File: config.mk
export PLATFORM = sky130hd
export DESIGN_NAME = shiftchain_out_drv
export DESIGN_NICKNAME = d
export VERILOG_FILES = /design/src/rtl/shiftchain_pkg.sv /design/src/rtl/shiftchain_tick.sv /design/src/rtl/shiftchain_store.sv /design/src/rtl/shiftchain_seq.sv /design/src/rtl/shiftchain_out_drv.sv
export SDC_FILE = /design/constraint.sdc
export NUM_CORES = 1
export LEC_CHECK = 0
export ABC_CLOCK_PERIOD_IN_PS = 1900
export BUFFER_PORTS_ARGS = -buffer_cell sky130_fd_sc_hd__buf_2
export CORE_MARGIN = 2
export CORE_UTILIZATION = 32
export CTS_CLUSTER_DIAMETER = 80
export DETAILED_ROUTE_END_ITERATION = 6
export GPL_ROUTABILITY_DRIVEN = 0
export SETUP_SLACK_MARGIN = 0.2
export SLEW_MARGIN = 20
export SYNTH_ARGS = -nofsm -noshare
export SYNTH_HDL_FRONTEND = slang
export SYNTH_SLANG_ARGS = --single-unit
File: constraint.sdc
create_clock -name clk -period 1.9 [get_ports clk]
set_input_delay 0.095 -clock clk [delete_from_list [all_inputs] [get_ports clk]]
set_output_delay 0.095 -clock clk [all_outputs]
set_load 0.03 [all_outputs]
File: src/rtl/shiftchain_pkg.sv
package shiftchain_pkg;
   typedef enum logic [1:0] {
      PH_IDLE  = 2'd0,
      PH_LOW   = 2'd1,
      PH_HIGH  = 2'd2,
      PH_LATCH = 2'd3
   } phase_e;
endpackage

File: src/rtl/shiftchain_tick.sv
module shiftchain_tick #(
   parameter int PHASE_CYCLES = 2
) (
   input  logic clk,
   input  logic rst_n,
   input  logic run,
   output logic tick
);
   if (PHASE_CYCLES < 1) begin : g_bad_div
      $error("PHASE_CYCLES must be at least 1");
   end

   if (PHASE_CYCLES == 1) begin : g_nodiv
      assign tick = run;
   end else begin : g_div
      localparam int CW = $clog2(PHASE_CYCLES);
      localparam logic [CW-1:0] LAST = CW'(PHASE_CYCLES - 1);
      logic [CW-1:0] cnt_q;

      assign tick = run && (cnt_q == LAST);

      always_ff @(posedge clk or negedge rst_n) begin
         if (!rst_n)            cnt_q <= '0;
         else if (!run || tick) cnt_q <= '0;
         else                   cnt_q <= cnt_q + 1'b1;
      end

      // two phase ends are never back to back when a phase spans several clocks
      a_r6_tick_gap: assert property (@(posedge clk) disable iff (!rst_n)
         tick |=> !tick);
   end
endmodule

File: src/rtl/shiftchain_store.sv
module shiftchain_store #(
   parameter int TOTAL = 16,
   parameter int IDXW  = 4
) (
   input  logic            clk,
   input  logic            rst_n,
   input  logic            wr_en,
   input  logic [IDXW-1:0] wr_idx,
   input  logic            wr_val,
   input  logic            clr_dirty,
   input  logic [IDXW-1:0] rd_idx,
   output logic            rd_bit,
   output logic            dirty
);
   logic [TOTAL-1:0] bits_q;
   logic             wr_hit;
   logic             changed;

   assign wr_hit  = wr_en && (32'(wr_idx) < TOTAL);
   assign changed = wr_hit && (bits_q[wr_idx] != wr_val);
   assign rd_bit  = (32'(rd_idx) < TOTAL) ? bits_q[rd_idx] : 1'b0;

   for (genvar g = 0; g < TOTAL; g++) begin : g_bit
      always_ff @(posedge clk or negedge rst_n) begin
         if (!rst_n)                                   bits_q[g] <= 1'b0;
         else if (wr_hit && (32'(wr_idx) == g))       bits_q[g] <= wr_val;
      end
   end

   always_ff @(posedge clk or negedge rst_n) begin
      if (!rst_n)         dirty <= 1'b0;
      else if (changed)   dirty <= 1'b1;
      else if (clr_dirty) dirty <= 1'b0;
   end

   // a write in range is visible in the array on the next cycle
   a_r3_write_lands: assert property (@(posedge clk) disable iff (!rst_n)
      wr_hit |=> (bits_q[$past(wr_idx)] == $past(wr_val)));
   // a change made in the same cycle as a transfer start stays pending
   a_r9_change_wins: assert property (@(posedge clk) disable iff (!rst_n)
      (changed && clr_dirty) |=> dirty);
endmodule

File: src/rtl/shiftchain_seq.sv
module shiftchain_seq
   import shiftchain_pkg::*;
#(
   parameter int TOTAL = 16,
   parameter int IDXW  = 4
) (
   input  logic            clk,
   input  logic            rst_n,
   input  logic            tick,
   input  logic            upd_req,
   input  logic            dirty,
   input  logic            rd_bit,
   output logic [IDXW-1:0] rd_idx,
   output logic            clr_dirty,
   output logic            busy,
   output logic            ser_data,
   output logic            ser_clk,
   output logic            ser_latch,
   output logic            out_en
);
   localparam logic [IDXW-1:0] TOP_IDX = IDXW'(TOTAL - 1);

   phase_e          st_q;
   logic [IDXW-1:0] bit_q;
   logic            init_q;
   logic            data_q;
   logic            en_q;
   logic            start;

   assign start     = (st_q == PH_IDLE) && upd_req && dirty;
   assign clr_dirty = start;
   assign rd_idx    = (st_q == PH_IDLE) ? TOP_IDX : (bit_q - 1'b1);
   assign busy      = (st_q != PH_IDLE);
   assign ser_clk   = (st_q == PH_HIGH);
   assign ser_latch = (st_q == PH_LATCH);
   assign ser_data  = data_q;
   assign out_en    = en_q;

   always_ff @(posedge clk or negedge rst_n) begin
      if (!rst_n) begin
         st_q   <= PH_LOW;
         bit_q  <= TOP_IDX;
         init_q <= 1'b1;
         data_q <= 1'b0;
         en_q   <= 1'b0;
      end else begin
         unique case (st_q)
            PH_IDLE: begin
               if (start) begin
                  st_q   <= PH_LOW;
                  bit_q  <= TOP_IDX;
                  data_q <= rd_bit;
               end
            end
            PH_LOW: begin
               if (tick) st_q <= PH_HIGH;
            end
            PH_HIGH: begin
               if (tick) begin
                  if (bit_q == '0) begin
                     st_q <= PH_LATCH;
                  end else begin
                     st_q   <= PH_LOW;
                     bit_q  <= bit_q - 1'b1;
                     data_q <= init_q ? 1'b0 : rd_bit;
                  end
               end
            end
            PH_LATCH: begin
               if (tick) begin
                  st_q   <= PH_IDLE;
                  data_q <= 1'b0;
                  if (init_q) begin
                     en_q   <= 1'b1;
                     init_q <= 1'b0;
                  end
               end
            end
            default: st_q <= PH_IDLE;
         endcase
      end
   end

   // enable only ever rises right after a latch pulse
   a_r2_en_after_latch: assert property (@(posedge clk) disable iff (!rst_n)
      $rose(out_en) |-> $past(ser_latch));
   // enable is sticky
   a_r10_en_sticky: assert property (@(posedge clk) disable iff (!rst_n)
      out_en |=> out_en);
   // latch opens only after the clock high phase of bit 0
   a_r7_latch_after_last: assert property (@(posedge clk) disable iff (!rst_n)
      $rose(ser_latch) |-> ($past(ser_clk) && (bit_q == '0)));
   // an accepted transfer begins at the highest index
   a_r5_first_top: assert property (@(posedge clk) disable iff (!rst_n)
      start |=> (bit_q == TOP_IDX && st_q == PH_LOW));
endmodule

File: src/rtl/shiftchain_out_drv.sv
module shiftchain_out_drv #(
   parameter int CHIP_COUNT   = 2,
   parameter int PHASE_CYCLES = 2,
   localparam int TOTAL = CHIP_COUNT * 8,
   localparam int IDXW  = $clog2(TOTAL)
) (
   input  logic            clk,
   input  logic            rst_n,
   input  logic            wr_en,
   input  logic [IDXW-1:0] wr_idx,
   input  logic            wr_val,
   input  logic            upd_req,
   output logic            busy,
   output logic            ser_data,
   output logic            ser_clk,
   output logic            ser_latch,
   output logic            out_en
);
   if (CHIP_COUNT < 1) begin : g_bad_chain
      $error("CHIP_COUNT must be at least 1");
   end

   logic            tick;
   logic            dirty;
   logic            clr_dirty;
   logic            rd_bit;
   logic [IDXW-1:0] rd_idx;

   shiftchain_tick #(.PHASE_CYCLES(PHASE_CYCLES)) u_tick (
      .clk  (clk),
      .rst_n(rst_n),
      .run  (busy),
      .tick (tick)
   );

   shiftchain_store #(.TOTAL(TOTAL), .IDXW(IDXW)) u_store (
      .clk      (clk),
      .rst_n    (rst_n),
      .wr_en    (wr_en),
      .wr_idx   (wr_idx),
      .wr_val   (wr_val),
      .clr_dirty(clr_dirty),
      .rd_idx   (rd_idx),
      .rd_bit   (rd_bit),
      .dirty    (dirty)
   );

   shiftchain_seq #(.TOTAL(TOTAL), .IDXW(IDXW)) u_seq (
      .clk      (clk),
      .rst_n    (rst_n),
      .tick     (tick),
      .upd_req  (upd_req),
      .dirty    (dirty),
      .rd_bit   (rd_bit),
      .rd_idx   (rd_idx),
      .clr_dirty(clr_dirty),
      .busy     (busy),
      .ser_data (ser_data),
      .ser_clk  (ser_clk),
      .ser_latch(ser_latch),
      .out_en   (out_en)
   );

   // data holds steady while the serial clock is high
   a_r5_data_stable_high: assert property (@(posedge clk) disable iff (!rst_n)
      (ser_clk && $past(ser_clk)) |-> $stable(ser_data));
   // with nothing pending an idle block stays idle
   a_r4_clean_stays_idle: assert property (@(posedge clk) disable iff (!rst_n)
      (!busy && !dirty) |=> !busy);
endmodule

After elaboration in Yosys (flattened, before gate mapping)
Cells that the tools add are included.

Bits in registers: 27. Word-level logic and storage cells: 109.

$add $sub $neg: 2. $lt $le $gt $ge: 2. Eq/ne operators: 24. Multiplexer cells: 24. Reductions and logical operators: 34.

Operators by type and width (number): $eq 4x4->1 const B (8); $logic_and 1x1->1 (20); $eq 4x3->1 const B (4); $mux 4 (4); $lt 4x5->1 const B (2); $mux 1 (10); $mux 2 (5); $bmux 1 s4 (2); $eq 4x2->1 const B (2); $logic_not 4->1 (2); $pmux 2 s4 (1); $pmux 4 s2 (1); $reduce_and 4->1 (2); $ne 2x2->1 const B (3); $reduce_bool 2->1 (3); $reduce_and 5->1 (1); $eq 2x2->1 const B (2); $eq 4x1->1 const B (1); $ne 2x1->1 const B (2); $sub 4x1->4 const B (1); $pmux 1 s3 (1); $reduce_and 3->1 (1); $reduce_bool 3->1 (1); $eq 2x1->1 const B (1); 6 further kinds (6).

Depth between registers and ports, before layout
Gate-level depths: netlist (run 1).

Depth after elaboration: 8. Mapped depth: 8. Depth with buffers taken out: 7.

Modules after synthesis
Synthesis (run 1) repeated with hierarchy kept, for this count alone.

Cell total of the unflattened synthesis: 139. Area, all modules: 1617.8 µm².

Modules (own cells, without submodules): shiftchain_store (instances 1, cells each 82, area an instance 1033.5 µm², seq. area each 425.4 µm²); shiftchain_seq (instances 1, cells each 54, area an instance 543.0 µm², seq. area each 232.7 µm²); shiftchain_tick (instances 1, cells each 3, area an instance 41.3 µm², seq. area each 25.0 µm²).

Least setup slack after synthesis (run 1)
No wires, ideal clock.

Path kind: reg2reg. Start point: register u_seq.bit_q[0]. End point: register u_seq.data_q (netlist: u_seq.ser_data). Arrival time: 1934 ps. Data required time: 1773 ps. Path slack: -162 ps. Stages on the path, launching flop included: 8. Cells stage by stage: dfstp_2 buf_2 inv_1 ha_1 o21ai_0 a221o_1 a211oi_1 o41ai_1.

Word-level cells in the longest chain between the ends: 8. Elaborated cells on any way between the ends: 12. Classes of those cells: 1 x add/sub; 1 x eq/ne; 8 x mux; 2 x reduce/logical.

RTL lines: start: declaration (RTL line shiftchain_seq.sv:24) `logic [IDXW-1:0] bit_q;`; start signal: assignment (RTL line shiftchain_seq.sv:64) `bit_q <= bit_q - 1'b1;`; $sub 4x1->4 (RTL line shiftchain_seq.sv:32) `assign rd_idx = (st_q == PH_IDLE) ? TOP_IDX : (bit_q - 1'b1);`; $mux 4 (RTL line shiftchain_seq.sv:32); $bmux 1 s4 (RTL line shiftchain_store.sv:21) `assign rd_bit = (32'(rd_idx) < TOTAL) ? bits_q[rd_idx] : 1'b0;`; $mux 1 (not written as such) (RTL line shiftchain_store.sv:21); $mux 1 (RTL line shiftchain_seq.sv:65) `data_q <= init_q ? 1'b0 : rd_bit;`; $mux 1 (RTL line shiftchain_seq.sv:60) `if (bit_q == '0) begin`; $mux 1 (RTL line shiftchain_seq.sv:59) `if (tick) begin`; $pmux 1 s3 (RTL line shiftchain_seq.sv:47) `unique case (st_q)`; end signal: assignment (RTL line shiftchain_seq.sv:52) `data_q <= rd_bit;`; end signal: assignment (RTL line shiftchain_seq.sv:65); end: declaration (RTL line shiftchain_seq.sv:26) `logic data_q;`.

Several ways; a longest one is shown, not always the timed one. The select of a mux whose other input is x is not followed. A chain may end at the register's enable or synchronous reset.

Worst setup path in the final report (run 1)
Ends and elaborated chain as after synthesis.

==> impl_metrics.json, run 1 <==
{
  "drtIter0Drc": 48,
  "worstSetupPathType": "reg2reg",
  "hold_slack_ns": 0.1277,
  "vias_per_cell": 5.272,
  "skew_ns": 0.006128,
  "rsz0062_at_grt": "true",
  "antennaDiodeCount": 0,
  "vias": 1239,
  "yosysWarningCount": 0,
  "max_freq_mhz": 562.4,
  "grt_pass1_vias": 1324,
  "hold_depth": 2,
  "critPathCaptureType": "flip-flop",
  "synth_largest_area_cell": "dfrtp_1",
  "cts_sinks": 27,
  "power_density_nw_per_um2": 1278,
  "start_util_pct": 33.42,
  "highest_layer": "met4",
  "worstSetupStartpointType": "flip-flop",
  "status": "finished clean",
  "portBuffers": 13,
  "cpMaxStageDelayCell": "dfstp_2",
  "wl_met3_um": 155,
  "grt_max_degree": 28,
  "mappedNetlistArea_um2": 1589,
  "ir_drop_mv": 0.4888,
  "routed_wl_um": 3591,
  "timing.final.max_slew_violations": 0,
  "firstDrtPassIters": 4,
  "synth_top_area_share_pct": 33.07,
  "dieWidth_um": 74.47,
  "tritoncts": "done",
  "met2_length_um": 1777,
  "insertion_delay_ns": 0.27,
  "wl_per_cell_um": 15.28,
  "synth_fp_nets": 160,
  "period_minus_slack_ns": 1.778,
  "core_um2": 4755,
  "crit_required_ns": 2.07,
  "final_nets": 180,
  "fin_setup_tns_ns": 0,
  "numCtsBuffers": 3,
  "area_growth_pct": 16.46,
  "worstSetupStartpoint": "u_seq.bit_q[0]",
  "rows": 25,
  "reg2reg_depth": 6,
  "worst_pin_slew_ns": 0.6079,
  "r2r_end": "u_seq.ser_data",
  "grt_overflow": 0,
  "async_flop_share_pct": 100.0,
  "chipHeight_um": 74.47,
  "hold_viol": 0,
  "antenna_found_initial": 0,
  "h-tree-depth": 1,
  "clock_path_buffers": 2,
  "rrSetupSlack_ns": 0.12,
  "fin_crit_sh_pct": 93.59,
  "avgSynthCellArea_um2": 10.66,
  "synth-seq-cells": 27,
  "regToRegStartpoint": "u_seq.bit_q[0]",
  "clkTransAtPathRegs_ns": 0.10,
  "ys.flop_type": "dfrtp_1",
  "grt_pass1_wl_um": 6161,
  "cts_root_buf": "clkbuf_8",
  "postRouteAntennaNets": 0,
  "worstHoldPathType": "in2reg",
  "grt_util_all_layers_pct": 14.51,
  "crit_fanout": 8,
  "arrival_ns": 1.95,
  "drive_gt1_share_pct": 36.90,
  "ios": 14,
  "relSlewSlack_pct": 59.48,
  "met1Wirelength_um": 1635,
  "maxCapViolCount": 0,
  "leakage_nw": 0.7719,
  "ys_types": 44,
  "seq_area_frac_synth_pct": 42.99,
  "synth_edf_count": 0,
  "die_area_um2": 5545,
  "setup_viol": 0,
  "crit_end": "u_seq.ser_data",
  "cp_slowest_stage_delay_ns": 0.57,
  "path_cells": "inv_4 > ha_4 > o21ai_1 > a221o_1 > a211oi_2 > o41ai_2",
  "synthTopCellsByArea": "dfrtp_1 (33%), mux2_2 (11%), dfstp_2 (9.9%)",
  "remaining_drc_errors": 0,
  "fin_util_pct": 38.92,
  "synthCells": 149,
  "hpwl_um": 2667
}
-- synthesized netlist by cell type, types with 3 or more instances --
| library cell | number |
|---|---|
| inv_1 | 4 |
| nand3b_1 | 4 |
| o21ai_0 | 5 |
| dfstp_2 | 6 |
| nand2_1 | 10 |
| dfrtp_1 | 21 |
| mux2i_1 | 4 |
| nor2_1 | 21 |
| a21oi_1 | 4 |
| or2_2 | 3 |
| buf_2 | 3 |
| nand3_1 | 6 |
| mux4_1 | 3 |
| mux2_2 | 16 |
-- power by group --
group	switching [W]	internal, W
logic	0.000613	0.000524
clock network	0.000184	0.000147
registers	0.000147	0.000750
-- cell families after synthesis --
group,count (synthesis),share of synthesized area [%]
simple gates,55,17.32
flops,27,42.99
buf+inv,10,3.542
fa+ha+maj,2,1.575
xor+xnor,3,1.654
compound gates,28,12.68
mux,24,20.24
-- final cells by class --
cell class	instances	area [µm²]
flip-flops and latches	27	683.2
multi-input cells	112	892.1
inverters	4	17.52
clock buffers	3	41.29
repair buffers	21	127.6
well taps	67	83.83
clock inverters	1	5.005
fillers	489	2904
-- layer usage --
metal  vias up  track usage [%]
li1        584                -
met1       619            17.94
met2        34            25.47
met3         2            3.930
met4         0            2.976
met5         -                0
-- worst max-delay path: cells and delay by family, from the launching register on --
kind,cells,cell delay [ns]
buf+inv,1,0.05
fa+ha+maj,1,0.30
flops,1,0.57
compound gates,4,0.77
-- cell usage in the layout, fill, tap and decap left out, drive strengths merged, types with 3 or more instances in the layout --
| master | synthesis | final |
|---|---|---|
| buf | 5 | 20 |
| nand2 | 10 | 10 |
| clkbuf | 1 | 3 |
| nor2 | 21 | 21 |
| dfstp | 6 | 6 |
| dfrtp | 21 | 21 |
| mux4 | 4 | 4 |
| mux2 | 16 | 16 |
| nand3 | 7 | 7 |
| mux2i | 4 | 4 |
| nand3b | 4 | 4 |
| or2 | 3 | 3 |
| inv | 4 | 4 |
| a21oi | 5 | 5 |
| o21ai | 5 | 5 |
-- state kept, by name, indices dropped and copies added (netlist names) --
| register | flops |
|---|---|
| u_seq.out_en | 1 |
| u_seq.bit_q | 4 |
| u_seq.st_q | 2 |
| u_seq.ser_data | 1 |
| u_store.bits_q | 16 |
| u_seq.init_q | 1 |
| u_store.dirty | 1 |
| u_tick.g_div.cnt_q | 1 |
-- how the worst min path moves through the flow --
stage / start / end / slack (ns)
detailed placement: rst_n / u_tick.g_div.cnt_q / 0.15
floorplan: rst_n / u_seq.out_en / -0.20
global placement: rst_n / u_seq.out_en / 0.12
global route: wr_en / u_store.dirty / 0.12
finish: wr_en / u_store.dirty / 0.13
CTS: wr_en / u_store.dirty / 0.12
-- stage by stage --
stage	worst slack, ns	total power [W]	instance area [µm²]	std cells
final	0.1218	0.002366	1851	235
after detailed placement	0.03335	0.001938	1742	226
after global routing	0.03563	0.002539	1851	235
after global placement	0.1106	0.001881	1742	226
after CTS	0.1104	0.002358	1839	235
after floorplan	0.08494	0.001674	1618	149
-- timing repair --
item,CTS,global route
pin swaps,5,3
cloned,0,0
buffers inserted,4,0
gates resized for setup,3,3
endpoints found under the hold margin,21,0
setup endpoints to repair,5,5
hold buffers,1,0
(Power assumes the default switching activity.)
==> inputs of run 2 (changes only) <==
--- a/config.mk
+++ b/config.mk
@@ -5,6 +5,7 @@
 export SDC_FILE = /design/constraint.sdc
 export NUM_CORES = 1
 export LEC_CHECK = 0
+export ABC_AREA = 1
 export ABC_CLOCK_PERIOD_IN_PS = 1900
 export BUFFER_PORTS_ARGS = -buffer_cell sky130_fd_sc_hd__buf_2
 export CORE_MARGIN = 2
==> impl_metrics.json, run 2 <==
{
  "status": "finished clean",
  "seq_area_frac_synth_pct": 41.71,
  "synth_compound_area_share_pct": 10.08,
  "hpwl_um": 2848,
  "synth_largest_area_cell": "dfrtp_1",
  "synth_top_area_share_pct": 32.09,
  "synthTopCellsByArea": "dfrtp_1 (32%), nand2_1 (19%), dfstp_2 (9.6%)",
  "worstHoldPathType": "in2reg",
  "yosysMostFrequentCell": "nand2_1",
  "timing.final.ws_setup_ns": 0.3110,
  "rsz0062_at_grt": "false",
  "timing.final.max_slew_violations": 0,
  "ios": 14,
  "vias": 1458,
  "relSlewSlack_pct": 57.59,
  "cp_slowest_stage_delay_ns": 0.55,
  "met2_length_um": 1717,
  "antenna_found_initial": 0,
  "synth_commonest_cells": "nand2_1 (85), nor2_1 (29), dfrtp_1 (21)",
  "synth_edf_count": 0,
  "grt_overflow": 0,
  "final_nets": 261,
  "avgSynthCellArea_um2": 6.999,
  "setup_viol": 0,
  "cp_num_buf_inv": 2,
  "synth-seq-cells": 27,
  "antennaDiodeCount": 0,
  "critPathCaptureType": "flip-flop",
  "skew_ns": 0.006364,
  "clkTransAtPathRegs_ns": 0.10,
  "h-tree-depth": 1,
  "grt_util_all_layers_pct": 15.39,
  "cp_top_family": "flip-flops",
  "max_freq_mhz": 629.3,
  "fin_setup_tns_ns": 0,
  "path_cells": "inv_2 > ha_1 > xor2_1 > nor2_2 > inv_1 > nand3_1 > nand3b_1 > nand3_1 > nand2_1",
  "largest_register_ffs": 16,
  "remaining_drc_errors": 0,
  "synthSimpleGateAreaFrac_pct": 39.11,
  "worst_pin_slew_ns": 0.6362,
  "rows": 26,
  "worstSetupPathType": "reg2reg",
  "wl_per_cell_um": 11.91,
  "met1Wirelength_um": 1901,
  "cpMaxStageDelayCell": "dfstp_2",
  "core_um2": 5010,
  "yosysWarningCount": 0,
  "wl_met3_um": 132,
  "drtIter0Drc": 57,
  "ir_drop_mv": 0.4089,
  "fin_crit_sh_pct": 83.63,
  "area_growth_pct": 12.15,
  "cts_root_buf": "clkbuf_8",
  "clock_path_buffers": 2,
  "dp_slack_ns": 0.2124,
  "dieWidth_um": 75.54,
  "ys_types": 26,
  "highest_layer": "met4",
  "synth_fp_nets": 245,
  "firstDrtPassIters": 4,
  "largest_register": "u_store.bits_q",
  "grt_pass1_wl_um": 6589,
  "grt_max_degree": 28,
  "tritoncts": "done",
  "drive_gt1_share_pct": 16.87,
  "synth_xor_area_share_pct": 1.070,
  "layout_common_cells": "nand2_1 (85), nor2_1 (28), dfrtp_1 (21), nand3_1 (19), inv_1 (16)",
  "numCtsBuffers": 3,
  "cts_sinks": 27,
  "insertion_delay_ns": 0.28,
  "synthAdderAreaFrac_pct": 1.528,
  "mappedNetlistArea_um2": 1638,
  "period_minus_slack_ns": 1.589,
  "maxCapViolCount": 0,
  "reg_top3": "u_store.bits_q: 16 flops, u_seq.bit_q: 4 flops, u_seq.st_q: 2 flops",
  "chipHeight_um": 75.54,
  "grt_pass1_vias": 1377,
  "synthCells": 234,
  "path_common_cell": "nand3_1",
  "postRouteAntennaNets": 0,
  "portBuffers": 13,
  "arrival_ns": 1.76,
  "routed_wl_um": 3799,
  "ys.flop_type": "dfrtp_1",
  "synth_mux_area_share_pct": 0,
  "leakage_nw": 0.9286,
  "die_area_um2": 5706,
  "async_flop_share_pct": 100.0,
  "power_density_nw_per_um2": 1368,
  "worstSetupStartpointType": "flip-flop",
  "hold_slack_ns": 0.06492,
  "crit_required_ns": 2.08,
  "final_common_cell": "nand2_1",
  "synth_top_family_by_area": "simple AND/OR/NAND/NOR gates",
  "hold_viol": 0,
  "crit_fanout": 5,
  "vias_per_cell": 4.571,
  "start_util_pct": 32.69
}
run 2: changes by cell type after synthesis, sizes merged, moves of 7 or more:
cell   delta
nand3    +14
inv      +18
mux2     -16
nand2    +79
nor2     +12
a21oi     +7
run 2: what timing repair did:
item	in CTS	in global routing
cloned	0	0
hold endpoints to repair	21	0
buffers inserted	1	0
gates resized for setup	0	1
hold buffers	1	0
setup endpoints to repair	1	1
pin swaps	0	1
run 2: worst reg2reg max path, delay by kind of cell, from the launching register on:
kind | cells | cell delay (ns)
and+or+nand+nor | 5 | 0.44
DFF | 1 | 0.55
adders and majority gates | 1 | 0.20
buffers and inverters | 2 | 0.14
xor gates and xnor gates | 1 | 0.16
run 2: cells by family (layout without fill, tap and decap cells):
| logic type | count (synthesis) | in the layout |
|---|---|---|
| AOI/OAI and AO/OA | 30 | 30 |
| adders and majority gates | 2 | 2 |
| buffers and inverters | 27 | 42 |
| and+or+nand+nor | 146 | 146 |
| xor gates and xnor gates | 2 | 2 |
| DFF | 27 | 27 |
run 2: cell type report:
cell class	count	area, µm²
Tap cell	70	87.58
Sequential cell	27	683.2
Multi-Input combinational cell	180	850.8
Inverter	23	87.58
Fill cell	561	3173
Clock buffer	4	45.04
Timing Repair Buffer	15	82.58
run 2: power breakdown:
group | switching [W] | internal, W
sequential | 0.000175 | 0.000767
combinational | 0.000798 | 0.000436
clock | 0.000186 | 0.000151
total | 0.00116 | 0.00135
run 2: path summary, 6_finish.rpt:
path	slack, ns	startpoint	end	cells after the start
max	0.31	u_seq.bit_q[0]	u_seq.ser_data	9
min	0.06	wr_val	u_store.bits_q[9]	3
max reg2reg	0.31	u_seq.bit_q[0]	u_seq.ser_data	9
min reg2reg	0.47	u_seq.out_en	u_seq.out_en	1
max in group asynchronous	1.12	rst_n	u_store.bits_q[4]	2
min in group asynchronous	0.36	rst_n	u_store.bits_q[1]	2
run 2: layer usage:
layer / track usage [%] / vias to the layer above
li1: - / 774
met1: 20.92 / 652
met2: 24.83 / 27
met3: 3.042 / 5
met4: 4.678 / 0
met5: 0 / -
run 2: per-stage QoR:
stage                     util, %  instance area [µm²]  std cells  total power [W]
after floorplan                 -                 1638        234         0.001888
after global placement      35.36                 1772        313         0.002158
after detailed placement    35.36                 1772        313         0.002171
after CTS                   36.61                 1834        319         0.002536
after global routing        36.66                 1837        319         0.002770
final                       36.66                 1837        319         0.002513
